`config.mk`:
```
export PLATFORM = sky130hd
export DESIGN_NAME = pwr_event_monitor
export DESIGN_NICKNAME = d
export VERILOG_FILES = /design/src/rtl/pwr_mon_pkg.sv /design/src/rtl/pwr_rst_sync.sv /design/src/rtl/pwr_sign_detect.sv /design/src/rtl/pwr_noload_detect.sv /design/src/rtl/pwr_irq_flags.sv /design/src/rtl/pwr_event_monitor.sv
export SDC_FILE = /design/constraint.sdc
export NUM_CORES = 1
export LEC_CHECK = 0
export BUFFER_PORTS_ARGS = -buffer_cell sky130_fd_sc_hd__buf_2
export CORE_AREA = 2 2 60 62
export CTS_CLUSTER_SIZE = 25
export DETAILED_ROUTE_END_ITERATION = 10
export DIE_AREA = 0 0 62 64
export GPL_ROUTABILITY_DRIVEN = 0
export PLACE_DENSITY = 0.7
export RECOVER_POWER = 50
export SYNTH_ARGS = -nofsm -noshare
export SYNTH_HDL_FRONTEND = slang
export SYNTH_HIERARCHICAL = 1
export SYNTH_SLANG_ARGS = --single-unit
```
`constraint.sdc`:
```
create_clock -name clk -period 0.8 [get_ports clk]
set_input_delay 0.04 -clock clk [delete_from_list [all_inputs] [get_ports clk]]
set_output_delay 0.04 -clock clk [all_outputs]
set_load 0.02 [all_outputs]
```
`src/rtl/pwr_mon_pkg.sv`:
```
package pwr_mon_pkg;

  localparam int unsigned NFLAG     = 2;
  localparam int unsigned FLAG_SIGN = 0;
  localparam int unsigned FLAG_NL   = 1;

  typedef enum logic [1:0] {
    NL_OFF = 2'b00,
    NL_HI  = 2'b01,
    NL_MID = 2'b10,
    NL_LO  = 2'b11
  } nl_sel_e;

  // Rounded integer threshold for a select code, scaled from full scale.
  function automatic longint unsigned nl_limit(input longint unsigned fs,
                                               input logic [1:0] code);
    longint unsigned r;
    case (code)
      2'b01:   r = (fs * 64'd15 + 64'd50000)  / 64'd100000;
      2'b10:   r = (fs * 64'd75 + 64'd500000) / 64'd1000000;
      2'b11:   r = (fs * 64'd37 + 64'd500000) / 64'd1000000;
      default: r = 64'd0;
    endcase
    return r;
  endfunction

endpackage

```
`src/rtl/pwr_rst_sync.sv`:
```
module pwr_rst_sync #(
  parameter int unsigned STAGES = 2
) (
  input  logic clk,
  input  logic rst_n,
  output logic rst_sync_n
);

  logic [STAGES-1:0] sync_q;
  logic [STAGES-1:0] sync_d;

  always_comb begin
    sync_d = {sync_q[STAGES-2:0], 1'b1};
  end

  always_ff @(posedge clk or negedge rst_n) begin
    if (!rst_n) sync_q <= '0;
    else        sync_q <= sync_d;
  end

  assign rst_sync_n = sync_q[STAGES-1];

endmodule

```
`src/rtl/pwr_sign_detect.sv`:
```
module pwr_sign_detect (
  input  logic clk,
  input  logic rst_n,
  input  logic valid_i,
  input  logic neg_i,
  input  logic dir_i,
  output logic event_o
);

  logic have_q, have_d;
  logic prev_neg_q, prev_neg_d;
  logic fall, rise;

  always_comb begin
    fall    = have_q && !prev_neg_q &&  neg_i;
    rise    = have_q &&  prev_neg_q && !neg_i;
    event_o = valid_i && (dir_i ? rise : fall);
  end

  always_comb begin
    have_d     = have_q;
    prev_neg_d = prev_neg_q;
    if (valid_i) begin
      have_d     = 1'b1;
      prev_neg_d = neg_i;
    end
  end

  always_ff @(posedge clk or negedge rst_n) begin
    if (!rst_n) begin
      have_q     <= 1'b0;
      prev_neg_q <= 1'b0;
    end else begin
      have_q     <= have_d;
      prev_neg_q <= prev_neg_d;
    end
  end

endmodule

```
`src/rtl/pwr_noload_detect.sv`:
```
module pwr_noload_detect
  import pwr_mon_pkg::*;
#(
  parameter int unsigned DW = 24,
  parameter longint unsigned FS = 64'd838861
) (
  input  logic          clk,
  input  logic          rst_n,
  input  logic          valid_i,
  input  logic [DW-1:0] sample_i,
  input  logic [1:0]    sel_i,
  output logic          event_o,
  output logic          acc_en_o
);

  localparam longint unsigned LIM_HI  = nl_limit(FS, 2'b01);
  localparam longint unsigned LIM_MID = nl_limit(FS, 2'b10);
  localparam longint unsigned LIM_LO  = nl_limit(FS, 2'b11);
  localparam logic [DW:0] TH_HI  = LIM_HI[DW:0];
  localparam logic [DW:0] TH_MID = LIM_MID[DW:0];
  localparam logic [DW:0] TH_LO  = LIM_LO[DW:0];

  logic [DW:0] ext;
  logic [DW:0] mag;
  logic [DW:0] thr;
  logic        below;
  logic        below_q, below_d;

  always_comb begin
    ext = {sample_i[DW-1], sample_i};
    mag = sample_i[DW-1] ? (~ext + 1'b1) : ext;
    unique case (nl_sel_e'(sel_i))
      NL_HI:   thr = TH_HI;
      NL_MID:  thr = TH_MID;
      NL_LO:   thr = TH_LO;
      default: thr = '0;
    endcase
    below   = (nl_sel_e'(sel_i) != NL_OFF) && (mag < thr);
    event_o = valid_i && below;
  end

  always_comb begin
    below_d = below_q;
    if (valid_i) below_d = below;
  end

  always_ff @(posedge clk or negedge rst_n) begin
    if (!rst_n) below_q <= 1'b0;
    else        below_q <= below_d;
  end

  assign acc_en_o = (nl_sel_e'(sel_i) == NL_OFF) || !below_q;

endmodule

```
`src/rtl/pwr_irq_flags.sv`:
```
module pwr_irq_flags #(
  parameter int unsigned N = 2
) (
  input  logic         clk,
  input  logic         rst_n,
  input  logic [N-1:0] set_i,
  input  logic         clr_wr_i,
  input  logic [N-1:0] clr_mask_i,
  input  logic [N-1:0] en_i,
  output logic [N-1:0] status_o,
  output logic         irq_o
);

  logic [N-1:0] flag_q;
  logic [N-1:0] pend;

  for (genvar i = 0; i < N; i++) begin : g_flag
    logic nxt;
    always_comb begin
      nxt = flag_q[i];
      if (clr_wr_i && clr_mask_i[i]) nxt = 1'b0;
      if (set_i[i])                  nxt = 1'b1;
    end
    always_ff @(posedge clk or negedge rst_n) begin
      if (!rst_n) flag_q[i] <= 1'b0;
      else        flag_q[i] <= nxt;
    end
    assign pend[i] = flag_q[i] && en_i[i];
  end

  assign status_o = flag_q;
  assign irq_o    = |pend;

endmodule

```
`src/rtl/pwr_event_monitor.sv`:
```
module pwr_event_monitor
  import pwr_mon_pkg::*;
#(
  parameter int unsigned DW = 24,
  parameter longint unsigned FS = 64'd838861
) (
  input  logic          clk,
  input  logic          rst_n,
  input  logic          smp_valid_i,
  input  logic [DW-1:0] smp_data_i,
  input  logic          dir_mode_i,
  input  logic [1:0]    nl_sel_i,
  input  logic [1:0]    irq_en_i,
  input  logic          clr_wr_i,
  input  logic [1:0]    clr_data_i,
  output logic [1:0]    status_o,
  output logic          irq_o,
  output logic          acc_en_o
);

  logic             rst_int_n;
  logic             sign_evt;
  logic             nl_evt;
  logic [NFLAG-1:0] set_vec;

  pwr_rst_sync #(.STAGES(2)) u_rst (
    .clk        (clk),
    .rst_n      (rst_n),
    .rst_sync_n (rst_int_n)
  );

  pwr_sign_detect u_sign (
    .clk     (clk),
    .rst_n   (rst_int_n),
    .valid_i (smp_valid_i),
    .neg_i   (smp_data_i[DW-1]),
    .dir_i   (dir_mode_i),
    .event_o (sign_evt)
  );

  pwr_noload_detect #(.DW(DW), .FS(FS)) u_nl (
    .clk      (clk),
    .rst_n    (rst_int_n),
    .valid_i  (smp_valid_i),
    .sample_i (smp_data_i),
    .sel_i    (nl_sel_i),
    .event_o  (nl_evt),
    .acc_en_o (acc_en_o)
  );

  always_comb begin
    set_vec            = '0;
    set_vec[FLAG_SIGN] = sign_evt;
    set_vec[FLAG_NL]   = nl_evt;
  end

  pwr_irq_flags #(.N(NFLAG)) u_flags (
    .clk        (clk),
    .rst_n      (rst_int_n),
    .set_i      (set_vec),
    .clr_wr_i   (clr_wr_i),
    .clr_mask_i (clr_data_i),
    .en_i       (irq_en_i),
    .status_o   (status_o),
    .irq_o      (irq_o)
  );

endmodule

```
# == Yosys cells after proc, flatten, opt, wreduce, memory -nomap -nowiden ==
# Index checks and enable logic that the tools add are counted.
# word_totals
register_bits,7
inputBits,35
output_inout_bits,4
elab_cells,39
# op_classes
addsub,1
order_cmp,1
n_eq_ne,3
mux,7
bitwise_logic,1
n_reduce_logical,20
# ops
op,n
$add A25 B1 Y25 const B,1
$lt A25 B7 Y1,1
$mux W25,1
$not A25 Y25,1
$pmux W7 S3,1
$logic_and A1 B1 Y1,11
$reduce_bool A2 Y1,3
$mux W1,5
$eq A2 B2 Y1 const B,2
$logic_not A1 Y1,3
$eq A2 B1 Y1 const B,1
$logic_not A2 Y1,1
$reduce_or A2 Y1,1
$logic_or A1 B1 Y1,1

# == Longest topological paths before layout ==
# depth
ltp_word,7
ltp_mapped,12
depth_no_buf,12

# == Cells and area by module ==
# Netlist, hierarchy kept.
# modules_own_cells
mod,instances,cells_per_inst,area_per_inst_um2,seq_area_each_um2
pwr_noload_detect,1,136,917.1,25.0
pwr_sign_detect,1,8,92.6,50.0
pwr_irq_flags,1,7,81.3,50.0
pwr_rst_sync,1,3,53.8,50.0

# == Worst setup path after synthesis ==
# OpenSTA, ideal clock, no wires.
# synth_path
kind,input -> register
startpoint,in smp_data_i[2]
endpoint,reg u_flags.flag_q[1] (netlist: u_flags/status_o[1])
setup_ns,0.064
arrival_time_ns,2.167
t_required_ns,0.736
slack_ns,-1.431
path_stages,11
path_buffers,1
path_cell_list,buf_6 > or4_4 > o21ai_0 > xnor2_1 > ha_1 > a222oi_1 > o21ai_0 > nor4_1 > o211ai_1 > nor4_2 > a21o_1
# synth_via
elab_chain_len,7
elab_cells_between_ends,8
classes_between,add/sub (1); order compare (1); mux (2); bitwise (1); reduce/logical (3)
# synth_lines
element,line,rtl
start: declaration,pwr_event_monitor.sv:10,"input logic [DW-1:0] smp_data_i,"
$not A25 Y25,pwr_noload_detect.sv:31,mag = sample_i[DW-1] ? (~ext + 1'b1) : ext;
$add A25 B1 Y25,pwr_noload_detect.sv:31,
$mux W25 *,pwr_noload_detect.sv:31,
$lt A25 B7 Y1 *,pwr_noload_detect.sv:38,below = (nl_sel_e'(sel_i) != NL_OFF) && (mag < thr);
$logic_and A1 B1 Y1 *,pwr_noload_detect.sv:38,
$logic_and A1 B1 Y1 *,pwr_noload_detect.sv:39,event_o = valid_i && below;
named net nl_evt,pwr_event_monitor.sv:23,logic nl_evt;
$mux W1 / $reduce_bool A2 Y1 (equally long branches),--,
end signal: indexed assignment,pwr_irq_flags.sv:26,else flag_q[i] <= nxt;
end: declaration,pwr_irq_flags.sv:14,logic [N-1:0] flag_q;
# Mark *: on every way through the listed nets, which the timed path passes. The rest lies on a longest branch.
# A chain may end at the register's enable or synchronous reset.

# == Worst setup path after layout ==
# layout_path
startpoint,in smp_data_i[0]
endpoint,reg u_flags.flag_q[1] (netlist: u_flags/status_o[1])
# Same word-level chain as after synthesis.

==> flow_metrics.tcl <==
set metrics [dict create \
    status "finished with violations" \
    violations "negative setup slack" \
    fin_crit_ns 1.90 \
    drive_gt1_frac 0.441 \
    initial_utilization 0.349 \
    hp-class "in2reg" \
    num_vias 1414 \
    clkTransAtPathRegs_ns 0.05 \
    grt_max_degree 21 \
    drv_slew 0 \
    arrival_ns 2.09 \
    htreeDepth 1 \
    pre_cts_slack_ns -1.42 \
    ctsRootBufferMaster "clkbuf_4" \
    dp.final_hpwl_um 2730 \
    wl_per_cell_um 11.8 \
    die_area_um2 3970 \
    viasPerCell 4.98 \
    yosysSeqAreaShare 0.153 \
    antenna_found_initial 0 \
    met2_length_um 1690 \
    cellLeakagePower_uw 0.000908 \
    hold_violations 0 \
    grt_usage 0.167 \
    port_buffers 38 \
    wl_met3_um 125 \
    wl_met1_um 1540 \
    yosysMostFrequentCell "nand2_1" \
    synth_top_area_share 0.153 \
    cp_data_required_time_ns 0.99 \
    drt.antenna.violating_nets 0 \
    coreArea_um2 3280 \
    yosys-top-cells-area "dfrtp_1 15%, ha_1 12%, nand2_1 4.6%, inv_1 4.3%, nor4_1 3.8%" \
    antennaDiodeCount 0 \
    max_cap_viol_count 0 \
    area_delta_synth_final_pct 61.9 \
    crit_fanout 4 \
    rsz0062_at_grt "yes" \
    netlist_area_um2 1140 \
    power_density_nw_per_um2 793 \
    yosysTopAreaCell "dfrtp_1" \
    drt_iter0_markers 78 \
    synth_flop_cell "dfrtp_1" \
    clock_latency_ns 0.25 \
    setup_ws_ns -1.10 \
    grt_overflow 0 \
    ff_latch_area_um2 175 \
    io_pins 39 \
    max_stage_delay_ns 0.54 \
    drt-pass1-iter-count 4 \
    synth_edf_count 0 \
    synth.ff_latch_count 7 \
    synthArstFlopShare 1.00 \
    slowest_stage "or4_4" \
    num_rows 21 \
    syn_area_per_cell_um2 7.43 \
    yosysWarnings 6 \
    syn_nets 200 \
    die-width_um 62 \
    startpoint_type "input port" \
    fillers 323 \
    crit_chain "buf_8 -> or4_4 -> or4_1 -> and3_4 -> nor4_4 -> nand4_1 -> nor4_2 -> a21o_1" \
    setup-violations-final 8 \
    fin_crit_sh 2.38 \
    final_cells 284 \
    cts.path.max_buffers 2 \
    numCtsBuffers 3 \
    cts_tree "built" \
    skew_ns 0.00226 \
    setup.worst_path.end_class "flip-flop" \
    synthTopCellsByCount "14 x nand2_1, 13 x inv_1, 11 x ha_1, 10 x nor2_1, 8 x a21oi_1" \
    grt_pass1_vias 1248 \
    dp.cells 278 \
    fin_nets 285 \
    cts.sinks 7 \
    peakVddDrop_mv 0.540 \
    top_layer "met3" \
    drc 0 \
    netlist_instances 154 \
    multi_input_area_um2 941 \
    die-height_um 64 \
    wirelength_um 3350 \
    grt_pass1_wl_um 5290 \
    path_class "in2reg" \
    synthDistinctLibCells 42 \
    timing.fmax_mhz 525 \
]
## path summary, 6_finish.rpt
| path | startpoint | endpoint | slack [ns] | cells after the start |
|---|---|---|---|---|
| max | smp_data_i[0] | u_flags/status_o[1]$_DFFE_PN0P_ | -1.10 | 8 |
| min | clr_data_i[0] | u_flags/status_o[0]$_DFFE_PN0P_ | 0.06 | 3 |
| max reg2reg | u_sign/prev_neg_q$_DFFE_PN0P_ | u_flags/status_o[0]$_DFFE_PN0P_ | -0.24 | 3 |
| min reg2reg | u_rst/sync_q[1]$_DFF_PN0_ | u_flags/status_o[0]$_DFFE_PN0P_ | 0.08 | 0 |
| max in group asynchronous | u_rst/sync_q[1]$_DFF_PN0_ | u_nl/below_q$_DFFE_PN0P_ | 0.53 | 0 |
| min in group asynchronous | u_rst/sync_q[1]$_DFF_PN0_ | u_flags/status_o[0]$_DFFE_PN0P_ | 0.08 | 0 |
## sequential cells by signal (all words and copies together), names as in the netlist
name,flops
u_flags/status_o,2
u_sign/have_q,1
u_nl/below_q,1
u_rst/sync_q,2
u_sign/prev_neg_q,1
## placed cells by master, fill, tap and decap left out, types with 3 or more instances in the layout
master,count
buf_4,47
buf_2,31
nand2_1,13
inv_1,12
nor2_1,10
ha_1,9
dfrtp_1,7
a21oi_1,7
nand3_1,7
buf_6,6
xnor2_1,5
o21ai_0,5
nor4_1,5
nor3_1,5
a21o_1,4
o211ai_1,4
a31oi_1,4
clkbuf_4,3
nand4_1,3
nor4_2,3
and4b_1,3
## power breakdown
part	switching (uW)	internal [uW]
logic	358	410
clock network	122	190
registers	17.4	373
total	497	973
## critical path, delay by kind of cell
kind / cells / cell delay (ns)
AND/OR/NAND/NOR: 6 / 1.82
AO/OA/AOI/OAI: 1 / 0.12
buffers and inverters: 1 / 0.10
## repair_timing
action | in CTS | in global routing
resized for setup | 12 | 16
pin swaps | 1 | 4
hold endpoints to repair | 2 | 0
hold buffers | 1 | 0
setup buffers | 0 | 1
setup endpoints to repair | 7 | 8
## cell type report
cell class | instances | area share
Tap cell | 46 | 0.0311
Sequential cell | 7 | 0.0945
Inverter | 13 | 0.0263
Timing Repair Buffer | 87 | 0.326
Clock buffer | 4 | 0.0142
Multi-Input combinational cell | 127 | 0.508
## cell families (layout without fill, tap and decap cells)
logic type      after synthesis  count (layout)  share of synthesized area
flops                         7               7                      0.153
fa+ha+maj                    11              11                      0.120
mux                           3               3                     0.0273
simple gates                 66              66                      0.330
xor+xnor                      5               5                     0.0382
compound gates               41              41                      0.243
other cells                   1               1                    0.00328
buf+inv                      20             104                     0.0852
## layer usage
metal | up-vias | global-route usage
met5 | - | 0
met4 | 0 | 0.0160
met3 | 0 | 0.0182
met2 | 32 | 0.275
met1 | 629 | 0.239
li1 | 753 | -
## per-stage QoR
step                      hold WS [ns]  total power, uW  setup TNS, ns  area, um^2  utilization
after detailed placement        -0.172             1070          -3.28        1700        0.518
after global routing            0.0722             1600          -3.35        1850        0.564
after floorplan                 -0.256              725          -2.45        1150            -
final                           0.0646             1470          -2.89        1850        0.564
after CTS                       0.0612             1420          -2.92        1780        0.543
after global placement          -0.174             1060          -3.13        1700        0.518
No activity file was read; power rests on OpenSTA's default activity.
